### config.mk
export PLATFORM = sky130hd
export DESIGN_NAME = status_irq_ctl
export DESIGN_NICKNAME = d
export VERILOG_FILES = /design/src/rtl/status_irq_pkg.sv /design/src/rtl/irq_group.sv /design/src/rtl/status_irq_ctl.sv
export SDC_FILE = /design/constraint.sdc
export NUM_CORES = 1
export LEC_CHECK = 0
export ABC_AREA = 1
export BUFFER_PORTS_ARGS = -buffer_cell sky130_fd_sc_hd__clkbuf_2
export CAP_MARGIN = 15
export CORE_MARGIN = 5
export CORE_UTILIZATION = 63
export CTS_BUF_LIST = sky130_fd_sc_hd__clkbuf_2 sky130_fd_sc_hd__clkbuf_4 sky130_fd_sc_hd__clkbuf_8
export CTS_CLUSTER_DIAMETER = 100
export DETAILED_ROUTE_END_ITERATION = 8
export PLACE_DENSITY = 0.91
export SYNTH_ARGS = -nofsm -noshare
export SYNTH_HDL_FRONTEND = slang
export SYNTH_SLANG_ARGS = --single-unit
### constraint.sdc
create_clock -name clk -period 3.3 [get_ports clk]
set_input_delay 0.66 -clock clk [delete_from_list [all_inputs] [get_ports clk]]
set_output_delay 0.66 -clock clk [all_outputs]
set_load 0.02 [all_outputs]
### src/rtl/status_irq_pkg.sv
package status_irq_pkg;
  localparam int DW = 8;
  localparam int AW = 3;
  localparam logic [AW-1:0] A_CHG_STAT = 3'd1;
  localparam logic [AW-1:0] A_REG_STAT = 3'd2;
  localparam logic [AW-1:0] A_CHG_MASK = 3'd3;
  localparam logic [AW-1:0] A_REG_MASK = 3'd4;
  localparam logic [AW-1:0] A_CHG_ACK  = 3'd5;
  localparam logic [AW-1:0] A_REG_ACK  = 3'd6;
  localparam logic [DW-1:0] CHG_LATCH_BITS = 8'h1E;
  localparam logic [DW-1:0] REG_IMPL_BITS  = 8'hEF;
endpackage

### src/rtl/irq_group.sv
module irq_group #(
  parameter int W = 8,
  parameter bit EDGE = 1'b0,
  parameter logic [W-1:0] LATCH_BITS = '0,
  parameter logic [W-1:0] IMPL_BITS = '1
) (
  input  logic         clk,
  input  logic         rst_n,
  input  logic [W-1:0] cond,
  input  logic         wr_stat,
  input  logic         wr_mask,
  input  logic         rd_stat,
  input  logic [W-1:0] wdata,
  output logic [W-1:0] stat,
  output logic [W-1:0] mask,
  output logic [W-1:0] ack,
  output logic [W-1:0] src
);
  logic [W-1:0] stat_q, mask_q, ack_q, req, keep, stat_d;

  assign keep   = wr_stat ? wdata : '1;
  assign stat_d = ((stat_q & LATCH_BITS & keep) | cond) & IMPL_BITS;

  always_ff @(posedge clk or negedge rst_n) begin
    if (!rst_n) begin
      stat_q <= '0;
      mask_q <= '1;
      ack_q  <= '0;
    end else begin
      stat_q <= stat_d;
      if (wr_mask) mask_q <= wdata;
      ack_q <= (ack_q | (rd_stat ? (req & ~mask_q) : '0)) & stat_q;
    end
  end

  generate
    if (EDGE) begin : g_edge
      logic [W-1:0] arm_q;
      always_ff @(posedge clk or negedge rst_n) begin
        if (!rst_n) arm_q <= '0;
        else        arm_q <= (arm_q & stat_d) | (stat_d & ~stat_q & ~mask_q);
      end
      assign req = arm_q;

      p_arm_on_rise_r4: assert property (@(posedge clk) disable iff (!rst_n)
        ((arm_q & ~$past(arm_q)) & ~(stat_q & ~$past(stat_q))) == '0);
    end else begin : g_level
      assign req = stat_q;
    end
  endgenerate

  assign src  = req & ~mask_q & ~ack_q;
  assign stat = stat_q;
  assign mask = mask_q;
  assign ack  = ack_q;

  p_ack_selfclear_r6: assert property (@(posedge clk) disable iff (!rst_n)
    (ack_q & ~$past(stat_q)) == '0);

  p_ack_needs_read_r5: assert property (@(posedge clk) disable iff (!rst_n)
    ((ack_q & ~$past(ack_q)) != '0) |-> $past(rd_stat));

  p_follow_inputs_r7: assert property (@(posedge clk) disable iff (!rst_n)
    (stat_q & ~LATCH_BITS) == $past(cond & IMPL_BITS & ~LATCH_BITS));
endmodule

### src/rtl/status_irq_ctl.sv
module status_irq_ctl
  import status_irq_pkg::*;
(
  input  logic          clk,
  input  logic          rst_n,
  input  logic [DW-1:0] chg_in,
  input  logic [DW-1:0] reg_in,
  input  logic          bus_sel,
  input  logic          bus_we,
  input  logic [AW-1:0] bus_addr,
  input  logic [DW-1:0] bus_wdata,
  output logic [DW-1:0] bus_rdata,
  output logic          irq_n,
  output logic          chg_reset
);
  logic wr, rd;
  logic [DW-1:0] c_stat, c_mask, c_ack, c_src;
  logic [DW-1:0] r_stat, r_mask, r_ack, r_src;

  assign wr = bus_sel & bus_we;
  assign rd = bus_sel & ~bus_we;

  irq_group #(.W(DW), .EDGE(1'b0), .LATCH_BITS(CHG_LATCH_BITS), .IMPL_BITS('1)) u_chg (
    .clk(clk), .rst_n(rst_n), .cond(chg_in),
    .wr_stat(wr && bus_addr == A_CHG_STAT),
    .wr_mask(wr && bus_addr == A_CHG_MASK),
    .rd_stat(rd && bus_addr == A_CHG_STAT),
    .wdata(bus_wdata),
    .stat(c_stat), .mask(c_mask), .ack(c_ack), .src(c_src));

  irq_group #(.W(DW), .EDGE(1'b1), .LATCH_BITS('0), .IMPL_BITS(REG_IMPL_BITS)) u_reg (
    .clk(clk), .rst_n(rst_n), .cond(reg_in),
    .wr_stat(1'b0),
    .wr_mask(wr && bus_addr == A_REG_MASK),
    .rd_stat(rd && bus_addr == A_REG_STAT),
    .wdata(bus_wdata),
    .stat(r_stat), .mask(r_mask), .ack(r_ack), .src(r_src));

  always_comb begin
    case (bus_addr)
      A_CHG_STAT: bus_rdata = c_stat;
      A_REG_STAT: bus_rdata = r_stat;
      A_CHG_MASK: bus_rdata = c_mask;
      A_REG_MASK: bus_rdata = r_mask;
      A_CHG_ACK:  bus_rdata = c_ack;
      A_REG_ACK:  bus_rdata = r_ack;
      default:    bus_rdata = '0;
    endcase
  end

  always_ff @(posedge clk or negedge rst_n) begin
    if (!rst_n) begin
      irq_n     <= 1'b1;
      chg_reset <= 1'b0;
    end else begin
      irq_n     <= ~|(c_src | r_src);
      chg_reset <= wr && bus_addr == A_CHG_STAT &&
                   ((bus_wdata & CHG_LATCH_BITS) != CHG_LATCH_BITS);
    end
  end

  p_masked_quiet_r2: assert property (@(posedge clk) disable iff (!rst_n)
    (&c_mask && &r_mask) |=> irq_n);

  p_pulse_from_write_r7: assert property (@(posedge clk) disable iff (!rst_n)
    chg_reset |-> $past(wr && bus_addr == A_CHG_STAT));

  p_unimpl_zero_r8: assert property (@(posedge clk) disable iff (!rst_n)
    (bus_addr == A_REG_STAT) |-> !bus_rdata[4]);
endmodule

==> impl_metrics.toml, run 1 <==
[status]
outcome = "complete, no violations"

[clocking]
cts_hold_buf = 0
tritoncts = "built"
clock_sinks = 55
cts_buffer_depth = 2
clk_latency_ps = 320
cts-buffers-inserted = 5
post_cts_resized = 0
clkSlewWorstSetupHoldPaths_ps = 90
cts_post_setup_buffers_inserted = 0
root_buffer = "clkbuf_8"
cts_max_level = 2

[power]
peakVddDrop_v = 0.000337
p_leak_nw = 1.53
p_per_area_mw_per_mm2 = 509

[timing]
layout_min_cycle_time_ps = 2730
fin_crit_sh_pct = 82.8
setup_viol = 0
skew_ps = 6.62
rsz0062_at_grt = "no"
worst_slew_pin_slew_ps = 662
drv_slew = 0
finalHoldViolCount = 0
setup-tns-final_ps = 0
fmaxAchievable_mhz = 366
slew_headroom_pct = 55.8

[die]
pin_count = 41
die_area_mm2 = 0.00578
die_h_um = 76.0
core.rowCount = 24
core_area_mm2 = 0.00429
die_w_um = 76.0
floorplan.initialDensity_pct = 63.9

[synth]
ys_ff_latch = 55
synth_top_area_share_pct = 34.7
syn_area_per_cell_um2 = 8.37
synth.distinct_cells = 27
synth_area_mm2 = 0.00274
netlist_top_cells_count = "inv_1 (62), nand2_1 (59), dfrtp_1 (38)"
synth_top_cell_by_area = "dfrtp_1"
synthCells = 328
ys_warn_count = 0
synthMostInstantiatedCell = "inv_1"
async_flop_share_pct = 100
synth_flop_cell = "dfrtp_1"
seq_area_frac_synth_pct = 50.9
synth.area.top_cells = "dfrtp_1 (35%), dfstp_2 (16%), inv_1 (8.5%)"
synth-edff-count = 0
syn_nets = 359

[place]
io_buffers = 39
gp_congestion = 0.862
dp_hpwl_um = 4310
dp_cells = 415

[final_layout]
final_cells = 422
antenna-diode-count = 0
area_growth_pct = 12.2
final_layout_size_suffix_gt1_share_pct = 23.5
num-nets-final = 401

[setup_path]
required_ps = 2640
cp-start-kind = "primary input"
worst-r2r-setup-slack_ps = 2150
endpoint_kind = "output pin"
critPathMaxFanout = 14
regToRegEndpoint = "irq_n"
rr_startpoint = "u_reg.mask[5]"
reg2reg_depth = 6
arrival_ps = 2070
criticalPathCategory = "primary input to output pin"

[grt]
grt_overflow = 0
grt_max_degree = 56
grt_first_pass_wirelength_um = 10400
track_usage_pct = 22.0
first_global_vias = 2343
grt_antenna_before_repair = 0

[run]
maxCapViolCount = 0

[route]
via_per_inst = 5.62
vias = 2373
ant_nets = 0
drc = 0
wl_um = 6110
dr.pass1.iters = 5
wl_per_cell_um = 14.5
drtIter0Drc = 269

[min_path]
hp-class = "primary input to asynchronous set/reset pin"
[through the flow]
stage	util, %	hold slack, ps	setup WS [ps]	instance area (um^2)	power [mW]
after floorplan	-	364	1100	2740	1.03
after global placement	69.2	464	632	2970	1.12
after detailed placement	69.2	468	597	2970	1.13
after CTS	71.7	445	583	3080	1.57
after global routing	71.7	438	408	3080	1.64
final	71.7	446	568	3080	1.57
[routing by layer]
| layer | GRT usage, % | part of all wire [%] | vias up |
|---|---|---|---|
| li1 | - | - | 1136 |
| met1 | 28.0 | 41 | 1127 |
| met2 | 35.7 | 50 | 92 |
| met3 | 5.08 | 6.7 | 18 |
| met4 | 9.25 | 2.2 | 0 |
| met5 | 0 | 0 | - |
[where the power goes]
part / internal (mW) / total (mW) / switching (mW)
clock network: 0.222 / 0.442 / 0.220
logic: 0.111 / 0.291 / 0.180
registers: 0.777 / 0.835 / 0.0574
[cell type report]
type,count,area [um^2]
fillers,352,1210
multi-input cells,199,1040
well taps,52,65.1
repair buffers,43,225
clock buffers,5,68.8
inverters,66,248
clock inverters,2,37.5
flip-flops and latches,55,1400
[cell families (layout without fill, tap and decap cells)]
| group | Yosys count | count (layout) | synth area share [%] |
|---|---|---|---|
| simple gates | 136 | 136 | 24.9 |
| buf+inv | 74 | 116 | 11.3 |
| compound gates | 63 | 63 | 12.9 |
| flops | 55 | 55 | 50.9 |
[flip-flops by register name, indices dropped and copies added (netlist names)]
name	cells
irq_n	1
u_reg.ack	7
chg_reset	1
u_chg.stat	8
u_reg.mask	8
u_reg.stat	7
u_chg.mask	8
u_reg.g_edge.arm_q	7
u_chg.ack	8
[worst max-delay path by stage]
stage           startpoint      endpoint  slack [ps]  depth (start not counted)
2_1_floorplan  bus_addr[1]  bus_rdata[7]        1100                          8
3_3_place_gp   bus_addr[2]  bus_rdata[1]         630                          7
3_5_place_dp   bus_addr[2]  bus_rdata[7]         600                          7
4_1_cts        bus_addr[2]  bus_rdata[7]         580                          7
5_1_grt        bus_addr[2]  bus_rdata[1]         410                          7
6_report       bus_addr[2]  bus_rdata[7]         570                          7
[worst max-delay path: stages]
cell,delay [ps]
clkbuf_2,300
nor3_4,610
nand2_1,90
o21ai_0,100
inv_1,60
nand2_1,70
clkbuf_2,170
[layout by cell type, fill, tap and decap left out, drive strengths merged]
cell type	synthesis	final
nor3	4	4
inv	66	66
o21a	7	7
dfstp	17	17
nand3	21	21
bufinv	0	1
dfrtp	38	38
nand4	16	16
o21ai	42	42
a21oi	12	12
nand3b	7	7
clkinvlp	0	1
buf	6	4
o22ai	2	2
nand2	62	62
clkbuf	2	44
or2	2	2
nor2	24	24
Note: power is estimated with default switching activity, not from simulation.
==> inputs of run 2 (changes only) <==
--- a/config.mk
+++ b/config.mk
@@ -5,15 +5,15 @@
 export SDC_FILE = /design/constraint.sdc
 export NUM_CORES = 1
 export LEC_CHECK = 0
-export ABC_AREA = 1
+export ABC_AREA = 0
 export BUFFER_PORTS_ARGS = -buffer_cell sky130_fd_sc_hd__clkbuf_2
 export CAP_MARGIN = 15
 export CORE_MARGIN = 5
-export CORE_UTILIZATION = 63
+export CORE_UTILIZATION = 58
 export CTS_BUF_LIST = sky130_fd_sc_hd__clkbuf_2 sky130_fd_sc_hd__clkbuf_4 sky130_fd_sc_hd__clkbuf_8
 export CTS_CLUSTER_DIAMETER = 100
 export DETAILED_ROUTE_END_ITERATION = 8
-export PLACE_DENSITY = 0.91
+export PLACE_DENSITY = 0.86
 export SYNTH_ARGS = -nofsm -noshare
 export SYNTH_HDL_FRONTEND = slang
 export SYNTH_SLANG_ARGS = --single-unit
==> constraint.sdc (replaced) <==
create_clock -name clk -period 2.52 [get_ports clk]
set_input_delay 0.504 -clock clk [delete_from_list [all_inputs] [get_ports clk]]
set_output_delay 0.504 -clock clk [all_outputs]
set_load 0.02 [all_outputs]
==> run 2 against run 1 <==
Against the previous run:
- first-iteration DRC count shrank 48%
- register-to-register slack lost 810 ps
- sequential power increased by 38%
- sequential cell count stayed put
- wire length decreased by 6.1%
- sequential share of layout area increased by 3.1 points
- power is 28% higher
- design area is 6.5% lower
- final cell count shrank 22%
- largest cell class unchanged
- highest routed layer unchanged
==> impl_metrics.toml, run 2 <==
[status]
outcome = "complete, no violations"

[route]
vias = 1958
wl_per_cell_um = 17.5
drc = 0
wl_um = 5730
drtIter0Drc = 140
ant_nets = 0
via_per_inst = 5.97
dr.pass1.iters = 4

[clocking]
clock_sinks = 55
cts_hold_buf = 0
cts_buffer_depth = 2
post_cts_resized = 0
cts-buffers-inserted = 5
root_buffer = "clkbuf_8"
tritoncts = "built"
cts_max_level = 2
clkSlewWorstSetupHoldPaths_ps = 90
cts_post_setup_buffers_inserted = 0
clk_latency_ps = 310

[synth]
synth_flop_cell = "dfrtp_1"
synthMostInstantiatedCell = "dfrtp_1"
seq_area_frac_synth_pct = 55.4
syn_area_per_cell_um2 = 11.0
netlist_top_cells_count = "dfrtp_1 (38), nor2_1 (30), dfstp_2 (17)"
synth-edff-count = 0
ys_ff_latch = 55
synth_top_cell_by_area = "dfrtp_1"
synth_top_area_share_pct = 37.7
synth.area.top_cells = "dfrtp_1 (38%), dfstp_2 (18%), mux2_4 (4.8%)"
synthCells = 230
syn_nets = 261
synth.distinct_cells = 32
synth_area_mm2 = 0.00252
ys_warn_count = 0
async_flop_share_pct = 100

[timing]
setup-tns-final_ps = 0
rsz0062_at_grt = "no"
worst_slew_pin_slew_ps = 678
setup_viol = 0
slew_headroom_pct = 54.8
finalHoldViolCount = 0
layout_min_cycle_time_ps = 2260
skew_ps = 7.17
drv_slew = 0
fin_crit_sh_pct = 89.8
fmaxAchievable_mhz = 442

[setup_path]
reg2reg_depth = 4
endpoint_kind = "output pin"
rr_startpoint = "u_chg.mask[7]"
critPathMaxFanout = 11
worst-r2r-setup-slack_ps = 1340
arrival_ps = 1760
regToRegEndpoint = "irq_n"
required_ps = 2020
cp-start-kind = "primary input"
criticalPathCategory = "primary input to output pin"

[final_layout]
final_cells = 328
antenna-diode-count = 0
final_layout_size_suffix_gt1_share_pct = 31.2
most-common-layout-cells = "clkbuf_2 (39), dfrtp_1 (38), nor2_1 (30), dfstp_2 (17), a21oi_1 (16)"
area_growth_pct = 14.2
layout_commonest_cell = "clkbuf_2"
num-nets-final = 306

[place]
dp_hpwl_um = 4160
gp_congestion = 0.810
dp_cells = 320
io_buffers = 39

[power]
clkPwrFrac_pct = 25.2
p_per_area_mw_per_mm2 = 695
p_switching_uw = 556
intPower_mw = 1.45
p_sw_share_pct = 27.7
seqPwrFrac_pct = 57.2
p_leak_nw = 1.29
peakVddDrop_v = 0.000434
p_comb_share_pct = 17.6

[die]
die_w_um = 75.9
core_area_mm2 = 0.00429
floorplan.initialDensity_pct = 58.7
pin_count = 41
die_area_mm2 = 0.00577
core.rowCount = 24
die_h_um = 75.9

[grt]
first_global_vias = 1997
grt_antenna_before_repair = 0
track_usage_pct = 20.3
grt_max_degree = 56
grt_overflow = 0
grt_first_pass_wirelength_um = 9520

[min_path]
min_path_cells = 1
hp-class = "primary input to flip-flop"
worstHoldEndpoint = "u_chg.stat[5]"
hold_path_startpoint = "chg_in[5]"

[run]
maxCapViolCount = 0
-- run 2: cell type report --
type | count | area [um^2]
repair buffers | 47 | 255
flip-flops and latches | 55 | 1400
clock buffers | 7 | 90.1
well taps | 52 | 65.1
multi-input cells | 158 | 1040
fillers | 352 | 1410
inverters | 8 | 30.0
clock inverters | 1 | 5.00
-- run 2: how the worst max path moves through the flow --
stage | to | startpoint | cells past startpoint
2_1_floorplan | bus_rdata[3] | bus_addr[1] | 4
3_3_place_gp | bus_rdata[3] | bus_addr[2] | 5
3_5_place_dp | bus_rdata[6] | bus_addr[2] | 6
4_1_cts | bus_rdata[6] | bus_addr[2] | 6
5_1_grt | bus_rdata[6] | bus_addr[2] | 6
6_report | bus_rdata[6] | bus_addr[2] | 6
-- run 2: logic make-up (layout without fill, tap and decap cells) --
logic type / after synthesis / after routing / share of synthesized area (%)
AO/OA/AOI/OAI: 68 / 68 / 17.7
buffers and inverters: 17 / 63 / 3.42
flip-flops: 55 / 55 / 55.4
multiplexers: 17 / 17 / 8.54
AND/OR/NAND/NOR: 73 / 73 / 14.9
-- run 2: power groups by stage --
stage / Combinational (mW) / Clock [mW] / Sequential [mW]
global placement: 0.340 / 0 / 1.15
floorplan: 0.247 / 0 / 1.12
CTS: 0.354 / 0.517 / 1.14
global route: 0.391 / 0.558 / 1.16
finish: 0.354 / 0.504 / 1.15
detailed placement: 0.351 / 0 / 1.16
-- run 2: through the flow --
step	hold WS [ps]	setup slack, ps	utilization (%)	area (um^2)	power (mW)
floorplan	208	434	-	2520	1.37
global placement	492	283	64.9	2790	1.49
detailed placement	500	258	64.9	2790	1.51
CTS	288	259	67.1	2880	2.01
global route	284	119	67.1	2880	2.11
finish	296	257	67.1	2880	2.00
-- run 2: per-layer routing --
metal,vias to the layer above,track usage [%],wire length [um]
met5,-,0,0
met4,0,7.12,108
met3,15,5.09,324
met2,62,32.0,2780
met1,971,27.2,2520
li1,910,-,-
-- run 2: worst max-delay path: stages --
cell	delay (ps)
clkbuf_2	260
nor2b_1	130
a221oi_1	300
a21oi_1	60
a311o_1	330
clkbuf_2	160
